==> src/rtl/dpll_cal_seq.sv <==
module dpll_cal_seq #(
  parameter int POLL_LIMIT  = 20480,
  parameter int HOLD_CHECKS = 4096,
  parameter int WAIT_CYCLES = 16,
  parameter int MAX_TRIES   = 8
) (
  input  logic        clk,
  input  logic        rst_n,
  input  logic        start,
  input  logic [1:0]  bus_slot,
  input  logic        fast_target,
  input  logic        lock,
  output logic [31:0] ctrl_word,
  output logic        busy,
  output logic        cal_ok,
  output logic        cal_fail
);
  localparam int PW = $clog2(POLL_LIMIT + 1);
  localparam int HW = $clog2(HOLD_CHECKS + 1);
  localparam int WW = $clog2(WAIT_CYCLES + 1);
  localparam int TW = $clog2(MAX_TRIES + 1);

  typedef enum logic [2:0] {S_IDLE, S_WAIT, S_HOLD, S_OK, S_FAIL} st_t;
  st_t st;

  logic [15:0]   f_hi;
  logic [7:0]    f_lo;
  logic          tune;
  logic [PW-1:0] poll_cnt;
  logic [HW-1:0] hold_cnt;
  logic [WW-1:0] wait_cnt;
  logic [TW-1:0] try_cnt;

  logic [12:0] mhz;
  always_comb begin
    case (bus_slot)
      2'd0:    mhz = 13'd33;
      2'd1:    mhz = 13'd40;
      2'd2:    mhz = 13'd50;
      default: mhz = 13'd66;
    endcase
  end

  logic [7:0] lo_init, hi_init, step;
  assign lo_init = 8'((mhz * 13'd48) / (fast_target ? 13'd66 : 13'd50));
  assign hi_init = lo_init + 8'd2 + (bus_slot[1] ? 8'd2 : 8'd0);
  assign step    = 8'(try_cnt >> 1);

  logic go, wait_end, poll_end, hold_end, miss;
  assign busy     = (st == S_WAIT) || (st == S_HOLD);
  assign go       = start && !busy;
  assign wait_end = wait_cnt == WW'(WAIT_CYCLES - 1);
  assign poll_end = poll_cnt == PW'(POLL_LIMIT - 1);
  assign hold_end = hold_cnt == HW'(HOLD_CHECKS - 1);
  assign miss     = ((st == S_WAIT) && wait_end && !lock && poll_end) ||
                    ((st == S_HOLD) && !lock);

  always_ff @(posedge clk) begin
    if (!rst_n) begin
      st       <= S_IDLE;
      f_hi     <= '0;
      f_lo     <= '0;
      tune     <= 1'b0;
      poll_cnt <= '0;
      hold_cnt <= '0;
      wait_cnt <= '0;
      try_cnt  <= '0;
    end else if (go) begin
      st       <= S_WAIT;
      f_lo     <= lo_init;
      f_hi     <= 16'(hi_init);
      tune     <= 1'b1;
      poll_cnt <= '0;
      hold_cnt <= '0;
      wait_cnt <= '0;
      try_cnt  <= '0;
    end else if (miss) begin
      if (try_cnt[0]) f_lo <= f_lo - step;
      else            f_hi <= f_hi + 16'(step);
      poll_cnt <= '0;
      hold_cnt <= '0;
      wait_cnt <= '0;
      if (try_cnt == TW'(MAX_TRIES - 1)) begin
        st <= S_FAIL;
      end else begin
        try_cnt <= try_cnt + 1'b1;
        st      <= S_WAIT;
      end
    end else begin
      case (st)
        S_WAIT: begin
          if (wait_end) begin
            wait_cnt <= '0;
            if (lock) begin
              st       <= S_HOLD;
              hold_cnt <= '0;
            end else begin
              poll_cnt <= poll_cnt + 1'b1;
            end
          end else begin
            wait_cnt <= wait_cnt + 1'b1;
          end
        end
        S_HOLD: begin
          if (hold_end) begin
            st   <= S_OK;
            tune <= 1'b0;
          end else begin
            hold_cnt <= hold_cnt + 1'b1;
          end
        end
        default: ;
      endcase
    end
  end

  assign ctrl_word = {f_hi, 7'd0, tune, f_lo};
  assign cal_ok    = st == S_OK;
  assign cal_fail  = st == S_FAIL;
endmodule


==> config.mk <==
export PLATFORM = sky130hd
export DESIGN_NAME = dpll_cal_seq
export DESIGN_NICKNAME = d
export VERILOG_FILES = /design/src/rtl/dpll_cal_seq.sv
export SDC_FILE = /design/constraint.sdc
export NUM_CORES = 1
export LEC_CHECK = 0
export BUFFER_PORTS_ARGS = -buffer_cell sky130_fd_sc_hd__buf_2
export CAP_MARGIN = 20
export CORE_ASPECT_RATIO = 0.75
export CORE_MARGIN = 8
export CORE_UTILIZATION = 35
export DETAILED_ROUTE_END_ITERATION = 6
export MAX_ROUTING_LAYER = met4
export PLACE_DENSITY_LB_ADDON = 0.1
export SLEW_MARGIN = 20
export SYNTH_ARGS = -nofsm -noshare
export SYNTH_HDL_FRONTEND = slang
export SYNTH_SLANG_ARGS = --single-unit
==> constraint.sdc <==
create_clock -name clk -period 13.5 [get_ports clk]
set_input_delay 1.35 -clock clk [delete_from_list [all_inputs] [get_ports clk]]
set_output_delay 1.35 -clock clk [all_outputs]
set_load 0.005 [all_outputs]
# Yosys cells after proc, flatten, opt, wreduce, memory -nomap -nowiden
# Cells that the tools add are included.
op_classes:
  n_reduce_logical: 28
  n_mul: 1
  n_div: 1
  n_eq_ne: 21
  order_cmp: 0
  muxes: 25
  n_bitwise: 4
  shifts: 0
  addsub: 8
op_table:
  columns: ["op", "n"]
  rows:
  - ["$mux W8", 6]
  - ["$mux W13", 3]
  - ["$pmux W13 S2", 1]
  - ["$pmux W7 S3", 1]
  - ["$add A16 B3 Y16", 1]
  - ["$add A15 B1 Y15 const B", 1]
  - ["$eq A15 B15 Y1 const B", 1]
  - ["$mux W3", 5]
  - ["$add A13 B1 Y13 const B", 1]
  - ["$div A13 B13 Y13", 1]
  - ["$eq A13 B12 Y1 const B", 1]
  - ["$mul A13 B2 Y9 const B", 1]
  - ["$ne A4 B4 Y1 const B", 3]
  - ["$reduce_and A4 Y1", 3]
  - ["$reduce_bool A2 Y1", 5]
  - ["$ne A3 B3 Y1 const B", 3]
  - ["$add A8 B2 Y8", 1]
  - ["$add A8 B2 Y8 const B", 1]
  - ["$ne A2 B2 Y1 const B", 4]
  - ["$reduce_and A2 Y1", 4]
  - ["$sub A8 B3 Y8", 1]
  - ["$mux W7", 1]
  - ["$eq A3 B2 Y1 const B", 2]
  - ["$pmux W3 S2", 1]
  - ["22 further kinds", 36]
totals:
  inputBits: 7
  romBits: 0
  elab_cells: 98
  out_inout_bits: 35
  ram_bits: 0
  mem_count: 0
  regBits: 65
  latchBits: 0

# Logic depth before layout (Yosys ltp)
depth:
  depth_word: 7
  ltp_mapped: 66

# Worst setup path after synthesis
# No wires, ideal clock.
synth_timing:
  path_kind: "input to register"
  from: "in fast_target"
  to: "reg f_lo[0]"
  setup_slack_ns: 0.252
  setup_ns: 0.136
  path_buffers: 3
  t_required_ns: 13.364
  cell_stages: 54
  arrival_time_ns: 13.111
  cell_sequence: "inv_1 -> ha_1 -> buf_6 -> and4_4 -> a21oi_1 -> o31ai_1 -> inv_1 -> ha_1 -> a21oi_1 -> nand3_2 -> o31ai_1 -> ha_1 -> nand3_1 -> o211a_2 -> o21ai_2 -> o21ai_0 -> xor2_1 -> ha_1 -> [... 18 more ...] -> o211a_2 -> nand4_4 -> inv_4 -> mux2i_1 -> ha_1 -> a21o_1 -> nor3_1 -> nor2_1 -> o31ai_4 -> nand4_4 -> mux2_1 -> ha_1 -> o21ai_0 -> nand2b_1 -> a211oi_1 -> o2111ai_1 -> a211oi_2 -> a221oi_1"
synth_between:
  elab_chain_cells: 3
synth_rtl:
  columns: ["item", "line_no", "text"]
  rows:
  - ["start: declaration", "11", "input logic fast_target,"]
  - ["$mux W7", "45", "assign lo_init = 8'((mhz * 13'd48) / (fast_target ? 13'd66 : 13'd50));"]
  - ["$div A13 B13 Y13", "45", null]
  - ["$mux W8", "68", "end else if (go) begin"]
  - ["end signal: assignment", "70", "f_lo <= lo_init;"]
  - ["end signal: assignment", "78", "if (try_cnt[0]) f_lo <= f_lo - step;"]
  - ["end: declaration", "27", "logic [7:0] f_lo;"]
# No other way between the ends.
# A chain may end at the register's enable or synchronous reset.

# Worst setup path after layout
layout_timing:
  from: "in bus_slot[0]"
  to: "reg f_hi[0]"
layout_between:
  elab_chain_cells: 7
  word_cells_on_any_way: 9
layout_rtl:
  columns: ["item", "line_no", "text"]
  rows:
  - ["start: declaration", "10", "input logic [1:0] bus_slot,"]
  - ["$eq A2 B2 Y1 (tied with other cells)", "36", "case (bus_slot)"]
  - ["$pmux W7 S3 *", "36", null]
  - ["$mul A13 B2 Y9 *", "45", null]
  - ["$div A13 B13 Y13 *", "45", null]
  - ["$add A8 B2 Y8 * (2 in a row)", "46", "assign hi_init = lo_init + 8'd2 + (bus_slot[1] ? 8'd2 : 8'd0);"]
  - ["$mux W8 *", "68", null]
  - ["end signal: assignment", "71", "f_hi <= 16'(hi_init);"]
  - ["end signal: assignment", "79", "else f_hi <= f_hi + 16'(step);"]
  - ["end: declaration", "26", "logic [15:0] f_hi;"]
# Mark *: on every way between the ends. The rest lies on a longest branch, timed or not.

==> qor.yml <==
layout-drive-gt1-share: 0.188
hold_violations: 0
holdPathStages: 2
synthArstFlopShare: 0
drt-total-wl_um: 19600
ys.flop_type: "dfxtp_1"
cp_slowest_cell: "or4b_4"
crit_path_end: "f_hi[0]"
r2r-end: "f_lo[7]"
finalClockSkew_ns: 0.00781
track_usage: 0.178
post-route-period-util: 0.946
dp_hpwl_um: 15400
cts_made_buffers: 9
route.detailed.drc: 0
cap_violations: 0
synthDistinctLibCells: 106
cp-end-kind: "flip-flop"
gp_congestion: 0.892
seq_area_frac_synth: 0.206
critPathMaxFanout: 10
p_leak_nw: 2.94
fin_crit_ns: 12.77
antenna_cells: 0
relSlewSlack: 0.337
row_count: 42
firstDrtPassIters: 4
netlist_area_um2: 6320
cpPeakStageDelay_ns: 0.51
die_x_um: 171
h-tree-depth: 3
n_fill_cell: 1862
max_freq_ghz: 0.0783
ctsHoldBuffers: 0
holdWs_ns: 0.469
grt_use_met3: 0.0404
grt_pass1_wl_um: 31800
coreArea_um2: 17700
dieArea_um2: 22700
ys_top_cells_by_area: "dfxtp_1 (21%), ha_1 (9.5%), nor2_1 (5.7%), xor2_1 (5.3%), xnor2_1 (3.9%)"
wl_per_cell_um: 17.9
path_class: "in2reg"
ys_seq_elements: 65
power_density_nw_per_um2: 196
hp-class: "reg2reg"
syn_inst: 787
setup_viol: 0
grt.overflow.total: 0
layout_commonest_cell: "nor2_1"
avgSynthCellArea_um2: 8.04
crit-reg2reg-launch: "st[0]"
ff2ff_setup_slack_ns: 9.12
grt_busiest_layer: "met1"
reg2reg_depth: 16
nets: 908
worst_pin_slew_ns: 0.987
synth_edf_count: 0
stdcell_count: 1098
clock_path_buffers: 2
drv_slew: 0
via_per_inst: 5.61
startpoint_type: "input pin"
use_met1: 0.269
outcome: "finished, final reports clean"
cp_data_arrival_time_ns: 12.94
crit_top_cell: "ha_1"
grt_pass1_vias: 5771
die_h_um: 132
grt_max_degree: 26
layout_common_cells: "nor2_1 (96), nand2_1 (65), dfxtp_1 (65)"
vias: 6162
cts_tree: "built"
initial_core_util: 0.358
clock_latency_ns: 0.33
clk_pin_slew_worst_paths_ns: 0.06
ys_warn_count: 0
pin_count: 42
grtUsageMet2: 0.234
antenna_found_initial: 0
area.growth.synth_to_final_pct: 16.8
cp-startpoint: "bus_slot[0]"
cp.required_ns: 13.68
ant_nets: 0
cts-root-buf: "clkbuf_16"
cts.sinks: 65
ir_worst_vdd_uv: 120
io_buffers: 34
yosys.area.top_type: "dfxtp_1"
synthDominantCellAreaShare: 0.206
setup_tns_ns: 0
dp_cells: 1077
drtIter0Drc: 505
-- cell usage after synthesis (4+ instances only) --
| library cell | count |
|---|---|
| a21boi_0 | 4 |
| or2_2 | 4 |
| nand2b_1 | 9 |
| nand4_1 | 12 |
| nand3_1 | 27 |
| o2111ai_1 | 7 |
| xor2_1 | 38 |
| and2_1 | 6 |
| o21ai_0 | 35 |
| dfxtp_1 | 65 |
| nor2b_1 | 8 |
| nand2_1 | 65 |
| a31oi_1 | 11 |
| inv_1 | 31 |
| clkbuf_1 | 12 |
| buf_4 | 9 |
| nor4_1 | 4 |
| nor3_2 | 4 |
| buf_6 | 4 |
| a211oi_1 | 16 |
| mux2_2 | 4 |
| and3_1 | 18 |
| nor2_1 | 96 |
| and4_1 | 5 |
| o31ai_1 | 5 |
| o21a_1 | 4 |
| a21oi_1 | 43 |
| nor3_1 | 21 |
| xnor2_1 | 28 |
| ha_1 | 48 |
| a211oi_2 | 7 |
| a21o_1 | 12 |
| mux2i_1 | 8 |
| o21ai_1 | 4 |
-- sequential cells by signal, indices dropped and copies added, names as in the netlist --
name / cells
st: 3
wait_cnt: 5
f_hi: 16
poll_cnt: 15
try_cnt: 4
hold_cnt: 13
tune: 1
f_lo: 8
-- power by group --
group          switching (W)  internal (W)
Clock              0.0000904      0.000167
Sequential         0.0000112      0.000202
Combinational       0.000579      0.000402
-- critical path, delay by kind of cell --
family,cells,cell delay (ns)
multiplexers,3,0.94
buffers and inverters,4,0.42
XOR/XNOR,2,0.39
adder cells (fa/ha/maj),9,2.58
AND/OR/NAND/NOR,22,3.77
AO/OA/AOI/OAI,20,3.47
-- worst min path at each step --
| stage | start | end | slack, ns |
|---|---|---|---|
| final | wait_cnt[4] | wait_cnt[4] | 0.47 |
| after global routing | hold_cnt[12] | hold_cnt[12] | 0.49 |
| after CTS | wait_cnt[4] | wait_cnt[4] | 0.47 |
| after detailed placement | wait_cnt[4] | wait_cnt[4] | 0.46 |
| after global placement | hold_cnt[12] | hold_cnt[12] | 0.46 |
| after floorplan | wait_cnt[4] | wait_cnt[4] | 0.44 |
-- per-layer routing --
layer / vias to the layer above / share of wire
met1: 2933 / 0.54
met3: 13 / 0.063
li1: 3029 / -
met5: - / 0
met2: 187 / 0.39
met4: 0 / 0.0054
-- final cells by class --
type | count | area, um^2 | area share
Clock inverter | 6 | 90.1 | 0.0122
Tap cell | 242 | 303 | 0.0410
Multi-Input combinational cell | 666 | 4840 | 0.656
Inverter | 34 | 130 | 0.0176
Clock buffer | 10 | 239 | 0.0323
Sequential cell | 65 | 1300 | 0.176
Timing Repair Buffer | 75 | 482 | 0.0652
-- stage by stage --
step,instance area (um^2),total power (W),worst slack (ns),utilization
6_report,7390,0.00145,0.735,0.418
2_1_floorplan,6350,0.000905,0.252,-
3_3_place_gp,6920,0.00113,0.351,0.392
4_1_cts,7250,0.00140,0.0464,0.410
3_5_place_dp,6920,0.00113,-0.241,0.392
5_1_grt,7390,0.00155,-0.0104,0.418
-- logic make-up after synthesis --
kind of cell,share of synthesized area
adder cells (fa/ha/maj),0.101
AO/OA/AOI/OAI,0.264
multiplexers,0.0255
other,0.000593
XOR/XNOR,0.0914
flip-flops,0.206
buffers and inverters,0.0479
AND/OR/NAND/NOR,0.264
-- repair_timing --
action,in CTS,in global routing
buffers inserted,0,5
resized for setup,0,22
endpoints found under the setup margin,0,2
(Power assumes the default switching activity.)
